**src/rtl/mac_pkg.sv**
```systemverilog
package mac_pkg;
  localparam int OP_W  = 16;
  localparam int ACC_W = 2 * OP_W;
  localparam logic [OP_W-1:0]  OP_MIN  = {1'b1, {(OP_W-1){1'b0}}};
  localparam logic [ACC_W-1:0] ACC_MAX = {1'b0, {(ACC_W-1){1'b1}}};
  localparam logic [ACC_W-1:0] ACC_MIN = {1'b1, {(ACC_W-1){1'b0}}};

  typedef enum logic [1:0] {
    SEL_ACC  = 2'd0,
    SEL_ZERO = 2'd1,
    SEL_WR   = 2'd2
  } base_sel_e;

  typedef struct packed {
    logic ovf;
    logic frac;
    logic sat;
  } ctl_t;

  typedef struct packed {
    logic             ovf;
    logic [ACC_W-1:0] val;
  } sum_t;

  // Product in the selected number format.
  function automatic logic [ACC_W-1:0] form_product(
      input logic [OP_W-1:0] a, input logic [OP_W-1:0] b,
      input logic sgn, input logic frac);
    logic signed [ACC_W-1:0] sp;
    logic [ACC_W-1:0] up;
    sp = $signed(a) * $signed(b);
    up = a * b;
    if (!sgn) return up;
    if (frac) begin
      if (a == OP_MIN && b == OP_MIN) return ACC_MAX;
      return ACC_W'(sp <<< 1);
    end
    return sp;
  endfunction

  // Base plus addend, with overflow detection and optional clamping.
  function automatic sum_t add_clamp(
      input logic [ACC_W-1:0] base, input logic [ACC_W-1:0] addend,
      input logic sgn, input logic sat);
    logic [ACC_W:0] s;
    sum_t r;
    if (sgn) begin
      s = {base[ACC_W-1], base} + {addend[ACC_W-1], addend};
      r.ovf = s[ACC_W] ^ s[ACC_W-1];
      if (r.ovf && sat) r.val = s[ACC_W] ? ACC_MIN : ACC_MAX;
      else              r.val = s[ACC_W-1:0];
    end else begin
      s = {1'b0, base} + {1'b0, addend};
      r.ovf = s[ACC_W];
      r.val = (r.ovf && sat) ? {ACC_W{1'b1}} : s[ACC_W-1:0];
    end
    return r;
  endfunction
endpackage

```
**src/rtl/mac_product.sv**
```systemverilog
module mac_product
  import mac_pkg::*;
(
  input  logic [OP_W-1:0]  a,
  input  logic [OP_W-1:0]  b,
  input  logic             sgn,
  input  logic             frac,
  output logic [ACC_W-1:0] product,
  output logic             frac_min
);
  always_comb begin
    product  = form_product(a, b, sgn, frac);
    frac_min = sgn && frac && (a == OP_MIN) && (b == OP_MIN);
  end
endmodule

```
**src/rtl/mac_accum_path.sv**
```systemverilog
module mac_accum_path
  import mac_pkg::*;
(
  input  base_sel_e        sel,
  input  logic [ACC_W-1:0] acc_cur,
  input  logic [ACC_W-1:0] wr_val,
  input  logic [ACC_W-1:0] product,
  input  logic             sgn,
  input  logic             sat,
  output logic [ACC_W-1:0] acc_next,
  output logic             ovf_evt
);
  logic [ACC_W-1:0] base;
  logic [ACC_W-1:0] addend;
  sum_t             res;

  always_comb begin
    unique case (sel)
      SEL_ACC:  base = acc_cur;
      SEL_ZERO: base = '0;
      SEL_WR:   base = wr_val;
      default:  base = acc_cur;
    endcase
    addend   = (sel == SEL_WR) ? '0 : product;
    res      = add_clamp(base, addend, sgn, sat);
    acc_next = res.val;
    ovf_evt  = res.ovf && (sel != SEL_WR);
  end
endmodule

```
**src/rtl/mac_ctl_reg.sv**
```systemverilog
module mac_ctl_reg
  import mac_pkg::*;
(
  input  logic       clk,
  input  logic       rst_n,
  input  logic       we,
  input  logic [1:0] wdata,
  input  logic       ovf_set,
  output ctl_t       ctl
);
  always_ff @(posedge clk or negedge rst_n) begin
    if (!rst_n) begin
      ctl <= '0;
    end else if (we) begin
      ctl.sat  <= wdata[0];
      ctl.frac <= wdata[1];
      ctl.ovf  <= 1'b0;
    end else if (ovf_set) begin
      ctl.ovf  <= 1'b1;
    end
  end
endmodule

```
**src/rtl/mac_acc_unit.sv**
```systemverilog
module mac_acc_unit
  import mac_pkg::*;
#(
  parameter int DST_W    = 8,
  parameter int WIN_BITS = 4
) (
  input  logic              clk,
  input  logic              rst_n,
  input  logic              req_valid,
  input  logic [DST_W-1:0]  req_dst,
  input  logic [OP_W-1:0]   req_a,
  input  logic [OP_W-1:0]   req_b,
  input  logic              req_signed,
  input  logic              req_load,
  input  logic              acc_we,
  input  logic [ACC_W-1:0]  acc_wdata,
  output logic [ACC_W-1:0]  acc_q,
  input  logic              ctl_we,
  input  logic [1:0]        ctl_wdata,
  output logic [2:0]        ctl_rdata
);
  localparam int HI_W = DST_W - WIN_BITS;

  ctl_t             ctl;
  logic             hit_w;
  logic             upd_w;
  logic             ovf_evt_w;
  logic             ovf_set_w;
  logic             frac_min_w;
  logic [ACC_W-1:0] product_w;
  logic [ACC_W-1:0] acc_next_w;
  base_sel_e        sel_w;

  assign hit_w     = req_valid && (req_dst[DST_W-1:WIN_BITS] == {HI_W{1'b0}});
  assign upd_w     = acc_we || hit_w;
  assign sel_w     = acc_we ? SEL_WR : (req_load ? SEL_ZERO : SEL_ACC);
  assign ovf_set_w = hit_w && !acc_we && ovf_evt_w;

  mac_product u_prod (
    .a        (req_a),
    .b        (req_b),
    .sgn      (req_signed),
    .frac     (ctl.frac),
    .product  (product_w),
    .frac_min (frac_min_w)
  );

  mac_accum_path u_path (
    .sel      (sel_w),
    .acc_cur  (acc_q),
    .wr_val   (acc_wdata),
    .product  (product_w),
    .sgn      (req_signed),
    .sat      (ctl.sat),
    .acc_next (acc_next_w),
    .ovf_evt  (ovf_evt_w)
  );

  mac_ctl_reg u_ctl (
    .clk     (clk),
    .rst_n   (rst_n),
    .we      (ctl_we),
    .wdata   (ctl_wdata),
    .ovf_set (ovf_set_w),
    .ctl     (ctl)
  );

  always_ff @(posedge clk or negedge rst_n) begin
    if (!rst_n)     acc_q <= '0;
    else if (upd_w) acc_q <= acc_next_w;
  end

  assign ctl_rdata = {ctl.ovf, ctl.frac, ctl.sat};
endmodule

```
**config.mk**
```make
export PLATFORM = sky130hd
export DESIGN_NAME = mac_acc_unit
export DESIGN_NICKNAME = d
export VERILOG_FILES = /design/src/rtl/mac_pkg.sv /design/src/rtl/mac_product.sv /design/src/rtl/mac_accum_path.sv /design/src/rtl/mac_ctl_reg.sv /design/src/rtl/mac_acc_unit.sv
export SDC_FILE = /design/constraint.sdc
export NUM_CORES = 1
export LEC_CHECK = 0
export BUFFER_PORTS_ARGS = -buffer_cell sky130_fd_sc_hd__buf_4
export CAP_MARGIN = 20
export CORE_AREA = 2 2 212 214
export CTS_BUF_LIST = sky130_fd_sc_hd__clkbuf_2 sky130_fd_sc_hd__clkbuf_4 sky130_fd_sc_hd__clkbuf_8
export DETAILED_ROUTE_END_ITERATION = 8
export DIE_AREA = 0 0 214 216
export PLACE_DENSITY = 0.67
export SLEW_MARGIN = 10
export SYNTH_ARGS = -nofsm -noshare
export SYNTH_HDL_FRONTEND = slang
export SYNTH_SLANG_ARGS = --single-unit
```
**constraint.sdc**
```tcl
create_clock -name clk -period 7 [get_ports clk]
set_clock_uncertainty 0.05 [all_clocks]
set_input_delay 1.4 -clock clk [delete_from_list [all_inputs] [get_ports clk]]
set_output_delay 1.4 -clock clk [all_outputs]
set_load 0.02 [all_outputs]
```
==> results.env <==
OUTCOME='finished, violations left'
FAILING_CHECKS='setup timing'
YOSYS_WARN_COUNT=0
CPMOSTUSEDCELL='sky130_fd_sc_hd__fa_1'
CLK-INSERTION-DELAY-LATE_PS=290
CRITPATHREQUIREDTIME_PS=7100
SYNTH.NET_COUNT=2755
NUMCTSBUFFERS=5
TIMING_HOLD_VIOLATIONS_FINAL=0
GRT_PASS1_WL_MM=90.2
REMAINING_DRC_ERRORS=0
CRITPATHTOPFAMILY='adder cells'
DRV.MAX_CAP_VIOLATION_COUNT=0
TOP_REG_CELL_SYNTH='sky130_fd_sc_hd__dfrtp_1'
FINAL_GP_CONGESTION=0.937
CP_NUM_BUF_INV=9
SYNTH_AREA_SQ_UM=18600
WORSTMARGINPINSLEW_PS=1090
TRITONCTS_CLOCK_TREE='built'
DR.FIRST_ITER.DRC_COUNT=913
DETAILEDROUTE.FIRSTPASSITERATIONCOUNT=5
FIN_TNS_SETUP_PS=-72020
GRT_REMAINING_OVERFLOW=0
FINALNETCOUNT=3239
MAX_SLEW_MARGIN=0.272
FP.DIEW_UM=214
VIAS_PER_CELL=5.14
FINALCRITPERIODSHARE=1.33
SETUP-VIOLATIONS-FINAL=33
ARRIVAL_PS=9400
SYNTH_SEQ_CELLS=35
ENDPOINT_KIND='flip-flop'
FRACTION_OF_FINAL_LAYOUT_CELLS_WITH_DRIVE_STRENGTH_GREATER_THAN_1=0.272
MAX_FREQ_GHz=0.108
NUMBER_OF_MAX_SLEW_VIOLATIONS_IN_THE_FINAL_REPORT=0
CP_SLOWEST_STAGE_DELAY_PS=590
WIRE_PER_INST_UM=17.1
POST-ROUTE-UTIL=0.553
ROW_COUNT=77
FINAL_PERIOD_MINUS_WORST_SETUP_SLACK_PS=9300
AREAGROWTHSYNTHTOFINISH_PCT=30.3
FLOORPLAN.IO_PINS=116
CTS_SINKS=35
CTS_BUFFER_DEPTH=2
SYNTH_ENABLE_FLOP_CELLS=0
SYNTH.DISTINCT_CELLS=76
FIN_WS_PS=-2300
WIRELENGTH_MM=54.8
DR_TOTAL_VIAS=16500
INITIAL_ANTENNA_VIOLATION_COUNT=0
FP.DIEH_UM=216
IO_BUFFER_COUNT=111
CTSHTREEMAXLEVEL=2
GRT_START_MAX_NET_PINS=61
WORST_HOLD_PATH_TYPE='flip-flop to flip-flop'
ANTENNADIODECOUNT=0
SYNTHCELLS=2123
RSZ0062_AT_GRT='yes'
DP_HPWL_MM=47.8
YOSYSSEQAREASHARE=0.0471
AREA_OF_THE_DIE_SQ_UM=46200
CORE_REGION_AREA_SQ_UM=43800
ROOT_CELL_OF_THE_CLOCK_TREE='sky130_fd_sc_hd__clkbuf_8'
CLKTRANSATPATHREGS_PS=70
DP_WORST_SETUP_SLACK_PS=-2460
GLOBAL_ROUTE.USAGE.TOTAL=0.240
FIRST_GLOBAL_VIAS=17500
CLASS_OF_THE_MOST_CRITICAL_SETUP_PATH='primary input to flip-flop'
SYN-MEAN-INSTANCE-AREA_SQ_UM=8.77
CRITICAL_PATH.MAX_FANOUT=8
DRTANTENNAVIOLNETS=0
WORST_PATH_MAX_DELAY_CELL='sky130_fd_sc_hd__fa_1'
ASYNC_RESET_FF_FRAC=1.00
INITIAL_UTILIZATION=0.425
SETUP.WORST_PATH.START_CLASS='primary input'
FINALHOLDWORSTSLACK_PS=476
final timing paths:
| kind | startpoint | to | slack [ps] | depth (start not counted) |
|---|---|---|---|---|
| setup / recovery | req_b[4] | acc_q[24]$_DFFE_PN0P_ | -2300 | 35 |
| hold / removal | u_ctl.ctl[2]$_DFFE_PN0P_ | u_ctl.ctl[2]$_DFFE_PN0P_ | 480 | 2 |
| setup reg to reg | u_ctl.ctl[1]$_DFFE_PN0P_ | acc_q[24]$_DFFE_PN0P_ | 2510 | 18 |
| hold reg to reg | u_ctl.ctl[2]$_DFFE_PN0P_ | u_ctl.ctl[2]$_DFFE_PN0P_ | 480 | 2 |
| max in group asynchronous | rst_n | u_ctl.ctl[2]$_DFFE_PN0P_ | 5580 | 1 |
| min in group asynchronous | rst_n | acc_q[17]$_DFFE_PN0P_ | 1000 | 1 |
per-layer routing:
layer / part of all wire / GRT usage / vias up
li1: - / - / 7700
met1: 0.45 / 0.335 / 8252
met2: 0.48 / 0.408 / 428
met3: 0.042 / 0.0183 / 75
met4: 0.026 / 0.0520 / 0
met5: 0 / 0 / -
worst register-to-register path, cell delays in order, from the launching register on:
cell,delay [ps]
sky130_fd_sc_hd__dfrtp_1,350
sky130_fd_sc_hd__buf_4,330
sky130_fd_sc_hd__inv_1,310
sky130_fd_sc_hd__o31ai_1,300
sky130_fd_sc_hd__a21oi_1,60
sky130_fd_sc_hd__a21oi_1,230
sky130_fd_sc_hd__nor2_1,70
sky130_fd_sc_hd__ha_1,350
sky130_fd_sc_hd__a21oi_1,130
sky130_fd_sc_hd__o21ai_1,80
sky130_fd_sc_hd__a221oi_2,300
sky130_fd_sc_hd__o22ai_2,210
sky130_fd_sc_hd__nor4_4,360
sky130_fd_sc_hd__o21ai_4,150
sky130_fd_sc_hd__a211oi_2,310
sky130_fd_sc_hd__o31ai_4,90
sky130_fd_sc_hd__buf_12,160
sky130_fd_sc_hd__buf_12,130
sky130_fd_sc_hd__a311oi_1,360
through the flow:
stage | cell area, sq um | std cells
2_1_floorplan | 18900 | 2123
3_3_place_gp | 23200 | 3162
3_5_place_dp | 23200 | 3162
4_1_cts | 23600 | 3181
5_1_grt | 24200 | 3200
6_report | 24200 | 3200
flip-flops by register name (all words and copies together), names as in the netlist:
signal,flops
acc_q,32
u_ctl.ctl,3
synth_stat cells, types with 4 or more instances:
master	instances	area (sq um)
sky130_fd_sc_hd__nand4_1	6	37.5
sky130_fd_sc_hd__fa_1	367	7350
sky130_fd_sc_hd__nor3_1	20	100
sky130_fd_sc_hd__nor2_1	113	424
sky130_fd_sc_hd__o21ai_1	4	20.0
sky130_fd_sc_hd__o211ai_1	8	60.1
sky130_fd_sc_hd__xnor2_1	60	526
sky130_fd_sc_hd__a211o_1	6	52.6
sky130_fd_sc_hd__a31oi_1	7	43.8
sky130_fd_sc_hd__a21o_1	40	300
sky130_fd_sc_hd__nand2b_1	7	43.8
sky130_fd_sc_hd__ha_1	184	2300
sky130_fd_sc_hd__inv_1	475	1780
sky130_fd_sc_hd__a41oi_1	5	43.8
sky130_fd_sc_hd__a211oi_1	14	105
sky130_fd_sc_hd__buf_6	6	67.6
sky130_fd_sc_hd__nor4_1	9	56.3
sky130_fd_sc_hd__o21bai_1	14	105
sky130_fd_sc_hd__a21oi_1	91	455
sky130_fd_sc_hd__and3_1	9	56.3
sky130_fd_sc_hd__a311oi_1	27	236
sky130_fd_sc_hd__nor2b_1	9	56.3
sky130_fd_sc_hd__nand2_1	185	694
sky130_fd_sc_hd__nand3_1	14	70.1
sky130_fd_sc_hd__o21ai_0	39	195
sky130_fd_sc_hd__dfrtp_1	35	876
sky130_fd_sc_hd__o221ai_1	15	131
sky130_fd_sc_hd__a22o_1	32	280
sky130_fd_sc_hd__and2_1	131	820
sky130_fd_sc_hd__clkbuf_1	67	251
sky130_fd_sc_hd__o22ai_1	13	81.3
sky130_fd_sc_hd__xor2_1	29	254
sky130_fd_sc_hd__o21a_1	16	120
cells by family (layout without fill, tap and decap cells):
kind of cell | count (synthesis) | in the layout | share of synthesized area
buffers and inverters | 555 | 1040 | 0.115
adders and majority gates | 551 | 551 | 0.519
and+or+nand+nor | 522 | 522 | 0.135
AOI/OAI and AO/OA | 370 | 370 | 0.142
xor gates and xnor gates | 89 | 89 | 0.0419
DFF | 35 | 35 | 0.0471
muxes | 1 | 1 | 0.000605
cells in the final DEF, fill, tap and decap left out, types with 15 or more instances in the layout:
cell,count
sky130_fd_sc_hd__a21o_1,40
sky130_fd_sc_hd__a21oi_1,78
sky130_fd_sc_hd__a22o_1,32
sky130_fd_sc_hd__a311oi_1,21
sky130_fd_sc_hd__and2_1,121
sky130_fd_sc_hd__buf_4,514
sky130_fd_sc_hd__buf_6,24
sky130_fd_sc_hd__dfrtp_1,35
sky130_fd_sc_hd__fa_1,356
sky130_fd_sc_hd__ha_1,169
sky130_fd_sc_hd__inv_1,463
sky130_fd_sc_hd__nand2_1,180
sky130_fd_sc_hd__nor2_1,101
sky130_fd_sc_hd__nor3_1,20
sky130_fd_sc_hd__o21a_1,16
sky130_fd_sc_hd__o21ai_0,30
sky130_fd_sc_hd__o221ai_1,15
sky130_fd_sc_hd__xnor2_1,57
sky130_fd_sc_hd__xor2_1,29
final cells by class:
cell class	count	area (sq um)
Tap cell	592	741
Clock inverter	3	47.5
Fill cell	3883	19600
Timing Repair Buffer	555	4490
Inverter	477	1790
Multi-Input combinational cell	1533	16200
Clock buffer	5	68.8
Sequential cell	35	876
repair_timing:
item | CTS | global route
endpoints found under the hold margin | 0 | 0
buffers inserted | 9 | 16
endpoints found under the setup margin | 33 | 33
pin swaps | 5 | 72
resized for setup | 40 | 103
gates cloned | 2 | 3
hold buffers | 0 | 0
Power is not shown: default switching activity piles up to over one toggle a cycle in this logic, so the estimate is an artifact.
